===== config.mk =====
export PLATFORM = sky130hd
export DESIGN_NAME = rst_wdt_supervisor
export DESIGN_NICKNAME = d
export VERILOG_FILES = /design/src/rtl/rsw_pkg.sv /design/src/rtl/rsw_por_timer.sv /design/src/rtl/rsw_wdt.sv /design/src/rtl/rsw_src_reg.sv /design/src/rtl/rst_wdt_supervisor.sv
export SDC_FILE = /design/constraint.sdc
export NUM_CORES = 1
export LEC_CHECK = 0
export BUFFER_PORTS_ARGS = -buffer_cell sky130_fd_sc_hd__buf_2
export CAP_MARGIN = 20
export CORE_UTILIZATION = 40
export CTS_CLUSTER_SIZE = 28
export DETAILED_ROUTE_END_ITERATION = 16
export GPL_TIMING_DRIVEN = 0
export SLEW_MARGIN = 20
export SYNTH_ARGS = -nofsm -noshare
export SYNTH_HDL_FRONTEND = slang
export SYNTH_SLANG_ARGS = --single-unit

===== constraint.sdc =====
create_clock -name clk_i -period 3.7 [get_ports clk_i]
set_input_delay 0.925 -clock clk_i [delete_from_list [all_inputs] [get_ports clk_i]]
set_output_delay 0.925 -clock clk_i [all_outputs]
set_load 0.01 [all_outputs]

===== src/rtl/rsw_pkg.sv =====
package rsw_pkg;
  localparam int SRC_W   = 3;
  localparam int SRC_PWR = 0;
  localparam int SRC_WDT = 1;
  localparam int SRC_USB = 2;
  typedef logic [SRC_W-1:0] src_t;
  localparam src_t SRC_RST_VAL = src_t'(1) << SRC_PWR;
endpackage


===== src/rtl/rsw_por_timer.sv =====
module rsw_por_timer #(
  parameter int POR_TICKS = 40
) (
  input  logic clk_i,
  input  logic rst_ni,
  input  logic pwr_good_i,
  input  logic stop_recover_i,
  output logic hold_o
);
  localparam int CW = $clog2(POR_TICKS + 1);
  logic [CW-1:0] cnt_q;
  logic          act_q;

  always_ff @(posedge clk_i or negedge rst_ni) begin
    if (!rst_ni) begin
      cnt_q <= '0;
      act_q <= 1'b1;
    end else if (!pwr_good_i) begin
      cnt_q <= '0;
      act_q <= 1'b1;
    end else if (act_q) begin
      if (stop_recover_i || cnt_q == CW'(POR_TICKS - 1)) begin
        act_q <= 1'b0;
        cnt_q <= '0;
      end else begin
        cnt_q <= cnt_q + 1'b1;
      end
    end
  end

  assign hold_o = act_q;

  // power loss re-arms at once
  assert_rearm_R3: assert property (@(posedge clk_i) disable iff (!rst_ni)
    !pwr_good_i |=> hold_o);
  // release only with supply good
  assert_release_pwr_R2: assert property (@(posedge clk_i) disable iff (!rst_ni)
    $fell(hold_o) |-> $past(pwr_good_i));
endmodule


===== src/rtl/rsw_wdt.sv =====
module rsw_wdt #(
  parameter int WDT_BASE = 8,
  parameter int SEL_W    = 2
) (
  input  logic             clk_i,
  input  logic             rst_ni,
  input  logic             clear_i,
  input  logic             kick_i,
  input  logic             rc_en_i,
  input  logic             tick_i,
  input  logic             sel_we_i,
  input  logic [SEL_W-1:0] sel_i,
  output logic             expire_o
);
  localparam int CW = $clog2(WDT_BASE) + (1 << SEL_W) + 1;
  logic [CW-1:0]    cnt_q;
  logic [SEL_W-1:0] sel_q;
  logic [CW-1:0]    limit;
  logic             hit;

  assign limit = CW'(WDT_BASE) << sel_q;
  assign hit   = rc_en_i && tick_i && (cnt_q >= limit - 1'b1);

  always_ff @(posedge clk_i or negedge rst_ni) begin
    if (!rst_ni) sel_q <= '0;
    else if (sel_we_i) sel_q <= sel_i;
  end

  always_ff @(posedge clk_i or negedge rst_ni) begin
    if (!rst_ni) begin
      cnt_q    <= '0;
      expire_o <= 1'b0;
    end else if (clear_i || kick_i) begin
      cnt_q    <= '0;
      expire_o <= 1'b0;
    end else begin
      expire_o <= hit;
      if (hit) cnt_q <= '0;
      else if (rc_en_i && tick_i) cnt_q <= cnt_q + 1'b1;
    end
  end

  assert_expire_restart_R5: assert property (@(posedge clk_i) disable iff (!rst_ni)
    expire_o |-> cnt_q == '0);
  assert_kick_clears_R6: assert property (@(posedge clk_i) disable iff (!rst_ni)
    kick_i |=> (cnt_q == '0 && !expire_o));
  assert_osc_off_R9: assert property (@(posedge clk_i) disable iff (!rst_ni)
    !rc_en_i |=> !expire_o);
endmodule


===== src/rtl/rsw_src_reg.sv =====
module rsw_src_reg
  import rsw_pkg::*;
(
  input  logic clk_i,
  input  logic rst_ni,
  input  src_t set_i,
  input  src_t clr_i,
  output src_t src_o
);
  always_ff @(posedge clk_i or negedge rst_ni) begin
    if (!rst_ni) src_o <= SRC_RST_VAL;
    else         src_o <= set_i | (src_o & ~clr_i);
  end

  assert_usb_latched_R10: assert property (@(posedge clk_i) disable iff (!rst_ni)
    set_i[SRC_USB] |=> src_o[SRC_USB]);
  assert_clear_R11: assert property (@(posedge clk_i) disable iff (!rst_ni)
    (clr_i[SRC_WDT] && !set_i[SRC_WDT]) |=> !src_o[SRC_WDT]);
endmodule


===== src/rtl/rst_wdt_supervisor.sv =====
module rst_wdt_supervisor
  import rsw_pkg::*;
#(
  parameter int POR_TICKS = 40,
  parameter int WDT_BASE  = 8,
  parameter int SEL_W     = 2,
  parameter int RST_PULSE = 4
) (
  input  logic             clk_i,
  input  logic             rst_ni,
  input  logic             pwr_good_i,
  input  logic             stop_recover_i,
  input  logic             low_power_i,
  input  logic             rc_en_i,
  input  logic             rc_tick_i,
  input  logic             wdt_kick_i,
  input  logic             wdt_sel_we_i,
  input  logic [SEL_W-1:0] wdt_sel_i,
  input  logic             usb_rst_i,
  input  logic [SRC_W-1:0] src_clr_i,
  output logic             chip_rst_o,
  output logic             wake_o,
  output logic [SRC_W-1:0] rst_src_o
);
  localparam int PW = $clog2(RST_PULSE + 1);

  logic          por_hold, wdt_expire, wdt_rst, pulse_go, pulse_act;
  logic [PW-1:0] pulse_q;
  src_t          src_set;

  rsw_por_timer #(.POR_TICKS(POR_TICKS)) u_por (
    .clk_i, .rst_ni, .pwr_good_i, .stop_recover_i, .hold_o(por_hold)
  );

  rsw_wdt #(.WDT_BASE(WDT_BASE), .SEL_W(SEL_W)) u_wdt (
    .clk_i, .rst_ni,
    .clear_i (chip_rst_o),
    .kick_i  (wdt_kick_i),
    .rc_en_i,
    .tick_i  (rc_tick_i),
    .sel_we_i(wdt_sel_we_i),
    .sel_i   (wdt_sel_i),
    .expire_o(wdt_expire)
  );

  // expiry resets in run mode, wakes in stop/suspend
  assign wdt_rst  = wdt_expire && !low_power_i;
  assign pulse_go = wdt_rst || usb_rst_i;

  always_ff @(posedge clk_i or negedge rst_ni) begin
    if (!rst_ni) begin
      pulse_q <= '0;
      wake_o  <= 1'b0;
    end else begin
      wake_o <= wdt_expire && low_power_i;
      if (pulse_go)            pulse_q <= PW'(RST_PULSE);
      else if (pulse_q != '0)  pulse_q <= pulse_q - 1'b1;
    end
  end

  assign pulse_act  = pulse_q != '0;
  assign chip_rst_o = por_hold || pulse_act || !rst_ni;

  always_comb begin
    src_set          = '0;
    src_set[SRC_PWR] = !pwr_good_i;
    src_set[SRC_WDT] = wdt_rst;
    src_set[SRC_USB] = usb_rst_i;
  end

  rsw_src_reg u_src (
    .clk_i, .rst_ni, .set_i(src_set), .clr_i(src_clr_i), .src_o(rst_src_o)
  );

  assert_wake_lowpwr_R8: assert property (@(posedge clk_i) disable iff (!rst_ni)
    wake_o |-> $past(low_power_i));
  assert_pulse_cause_R5: assert property (@(posedge clk_i) disable iff (!rst_ni)
    $rose(pulse_act) |-> (rst_src_o[SRC_WDT] || rst_src_o[SRC_USB]));
  assert_usb_resets_R10: assert property (@(posedge clk_i) disable iff (!rst_ni)
    usb_rst_i |=> chip_rst_o);
  assert_wake_single_R8: assert property (@(posedge clk_i) disable iff (!rst_ni)
    wake_o |=> !wake_o);
endmodule


# After elaboration in Yosys (flattened, before gate mapping)
# Cells that the tools add are included.
# totals
output_inout_bits	5
inputBits	15
elab_cells	46
regBits	25
# classes
muxes	12
bitwise_logic	3
reduce_logical	15
eq_ne	2
addsub	4
shifts	1
n_lt_le_gt_ge	1
# op_table
op	count
8-bit two-way mux	3
6-bit two-way mux	3
8-bit by 1-bit adder with 8-bit output, second input constant	1
8-bit greater-or-equal comparator	1
4-bit by 2-bit left shift with 8-bit output, first input constant	1
8-bit by 1-bit subtractor with 8-bit output, second input constant	1
6-bit by 1-bit adder with 6-bit output, second input constant	1
6-bit == test, second input constant	1
3-bit two-way mux	2
3-bit nonzero test	2
1-bit logical OR	5
1-bit logical AND	4
1-bit two-way mux	4
3-bit AND	1
1-bit logical NOT	3
3-bit inverter	1
3-bit bitwise OR	1
3-bit by 1-bit subtractor with 3-bit output, second input constant	1
2-bit by 1-bit inequality test with 1-bit output, second input constant	1
2-bit nonzero test	1

# Longest topological paths before layout
# logic_depth
ltp_word	6
ltp_mapped	6
mapped_depth_nobuf	6

# Hierarchy
# From an unflattened synthesis, not the netlist that was laid out.
# hier_totals
hier_cells	135
hier_area_um2	1393.8
# modules_own_cells
mod	area_each_um2	instances	seq_area_each_um2	cells_each
rsw_wdt	660.6	1	275.3	65
rsw_por_timer	399.1	1	176.4	40
rst_wdt_supervisor	224.0	1	100.1	21
rsw_src_reg	110.1	1	76.3	9

# Worst setup path after synthesis
# Ideal clock, no wire load.
# synth_path
path_type	input to output
from	input rst_ni
to	output chip_rst_o
path_stages	1
path_slack_ns	1.707
t_arrival_ns	1.068
t_required_ns	2.775
path_cell_list	nand4bb_4
# synth_between
elab_chain_len	2
# synth_rtl
element	line_no	source
from (decl)	rst_wdt_supervisor.sv:10	input logic rst_ni,
1-bit logical NOT (no line)	-	
1-bit logical OR	rst_wdt_supervisor.sv:62	assign chip_rst_o = por_hold || pulse_act || !rst_ni;
to (decl)	rst_wdt_supervisor.sv:21	output logic chip_rst_o,
# Every way passes these cells.

# Worst setup path after layout
# Ends and elaborated chain as after synthesis.

==> reports/summary.txt <==
Final Net Count: 172
Vias: 937
Sw Ratio: 0.2927
final hold vios: 0
H-tree levels: 1
final hold slack: 0.4958 ns
post-synthesis sequential area ratio: 0.4705
Max clock buf depth: 2
global route overflow: 0
RSZ-0062 raised after global routing: false
Combinational Power Share: 0.197
number of diodes: 0
number of global-route vias before repair: 900
post-CTS setup buffer count: 0
dpl ws: 0.9033 ns
fin worst setup slack: 0.9588 ns
Synth cell types: 36
Critical Path RT: 2.77 ns
final number of setup-violating endpoints: 0
sequential share of power: 0.571
Largest stage delay, worst path: 0.47 ns
Die Span Y: 59.77 um
DR pass1 iterations: 4
WS Path Type: primary input to output port
worst path bufs/invs: 2
power share of the clock group: 0.232
row cnt: 20
DP HPWL: 1748 um
I/O pins: 20
Total GRT Usage: 0.1469
CP arrival: 1.82 ns
initial core utilization: 0.4302
#FFs+latches synth: 25
max-slew violation count: 0
Antenna Violating Nets Remaining: 0
DIE WIDTH: 59.77 um
Cell Int Power: 0.3808 mW
post-CTS sizing: 0
setup_tns: 0 ns
clock period minus worst slack: 2.741 ns
Synth-to-Final Area Change: 13.31%
sw power: 0.1576 mW
Slowest-stage cell, CP: buf_2
Skew-Pair Late Insertion Delay: 0.33 ns
first-pass GRT wire length: 3864 um
routed len/inst: 11.81 um
placer congestion estimate: 0.8122
initial detailed-routing violation count: 27
crit-path leading delay family: buffers and inverters
Mapped Cells: 126
Yosys warning count: 0
Worst-path clk slew: 0.15 ns
worst hold path class: register to register
CTS tree: built
number of hold buffers added after cts: 0
Worst setup EP type: output port
Synth area leader: dfrtp_1
Synth Flop Type: dfrtp_1
CTS sink count: 25
status: completed
share of cells above drive strength 1: 0.2550
clk root buf: clkbuf_4
largest net degree at the start of global routing: 27
leakage: 0.7093 nW
Slew @ Worst Pin: 0.5995 ns
CP most frequent cell: buf_2
CTS Buf Count: 3
DRT Wirelength: 2279 um
final core occ: 0.4875
top cells by count, synth: dfrtp_1 (23), nand2_1 (17), o21ai_0 (12)
Slew headroom: 0.6003
post-synth top area share: 0.4311
worst setup skew after layout: 0.01500 ns
Synth Cell Area: 1335 um2
Cell Chain, Critical Path: buf_2, nand4bb_4, buf_2
crit-path max FO: 26
core area: 3103 um2
initial antenna violation count: 0
DRC violations left: 0
die footprint: 3572 um2
Synth area leaders: dfrtp_1 (43%), ha_1 (6.6%), nand2_1 (4.8%)
Async SR Flop Fraction: 1.000
fmax: 364.8 MHz
vias per inst: 4.855
Worst setup SP type: primary input
max-cap violation count: 0
port bufs: 19
top-count cell post-synth: dfrtp_1
Tcrit/Tclk final: 0.7409
power per cell area: 355.9 nW/um2
VDD IR max: 0.1457 mV
Post-synth EDFFs: 0
Mapped Nets: 148
Avg Inst Size Synth: 10.60 um2
flip-flops by register name, summed over array words and instances (netlist names):
signal,count
u_wdt.cnt_q,8
u_por.cnt_q,6
pulse_q,3
u_src.src_o,3
u_wdt.sel_q,2
u_por.hold_o,1
u_wdt.expire_o,1
wake_o,1
routing by layer:
layer	up-vias	GRT usage	routed length (um)
li1	479	-	-
met1	437	0.1797	1088
met2	17	0.2524	1071
met3	4	0.02814	92
met4	0	0.05980	26
met5	-	0	0
area by class of cell:
cell class | instances | area, um2
Sequential cell | 25 | 628.1
Clock buffer | 3 | 22.52
Timing Repair Buffer | 19 | 95.09
Fill cell | 300 | 1590
Inverter | 11 | 41.29
Clock inverter | 1 | 5.005
Tap cell | 44 | 55.05
Multi-Input combinational cell | 90 | 665.6
final timing paths:
| kind | from | to | slack [ns] | cells past startpoint |
|---|---|---|---|---|
| max | rst_ni | chip_rst_o | 0.96 | 3 |
| min | u_src.src_o[2] | u_src.src_o[2] | 0.50 | 1 |
| max reg2reg | u_wdt.cnt_q[5] | u_wdt.cnt_q[6] | 2.02 | 5 |
| min reg2reg | u_src.src_o[2] | u_src.src_o[2] | 0.50 | 1 |
| max in group asynchronous | rst_ni | u_por.cnt_q[0] | 2.71 | 1 |
| min in group asynchronous | rst_ni | pulse_q[0] | 0.57 | 1 |
layout by cell type (no fill, tap or decap), types with 2 or more instances in the layout:
| master | Yosys | final |
|---|---|---|
| dfrtp_1 | 23 | 23 |
| buf_2 | 0 | 19 |
| nand2_1 | 17 | 17 |
| o21ai_0 | 12 | 12 |
| inv_1 | 11 | 11 |
| nor2_1 | 11 | 11 |
| ha_1 | 7 | 7 |
| nand3_1 | 4 | 4 |
| a21oi_1 | 3 | 3 |
| xor2_1 | 3 | 3 |
| clkbuf_4 | 0 | 3 |
| nor2b_1 | 2 | 2 |
| a21o_2 | 2 | 2 |
| o21ai_2 | 2 | 2 |
| or3_1 | 2 | 2 |
| o21ai_1 | 2 | 2 |
| nand2b_1 | 2 | 2 |
| xnor2_1 | 2 | 2 |
| dfstp_2 | 2 | 2 |
logic make-up after synthesis:
kind of cell	after synthesis	share of synthesized area
xor+xnor	5	0.03281
fa+ha+maj	7	0.06560
compound gates	31	0.1884
buf+inv	11	0.03093
flops	25	0.4705
simple gates	46	0.2034
mux	1	0.008434
power by group through the flow:
stage	combinational [mW]	sequential, mW	clock (mW)
3_5_place_dp	0.108	0.313	0
2_1_floorplan	0.0748	0.310	0
5_1_grt	0.122	0.311	0.143
3_3_place_gp	0.100	0.312	0
4_1_cts	0.108	0.307	0.130
6_report	0.106	0.307	0.125
through the flow:
stage	cell area, um2	power, mW	cells
2_1_floorplan	1335	0.3851	126
5_1_grt	1513	0.5748	193
3_3_place_gp	1485	0.4122	189
4_1_cts	1513	0.5457	193
6_report	1513	0.5383	193
3_5_place_dp	1485	0.4205	189
Note: power is estimated with default switching activity, not from simulation.
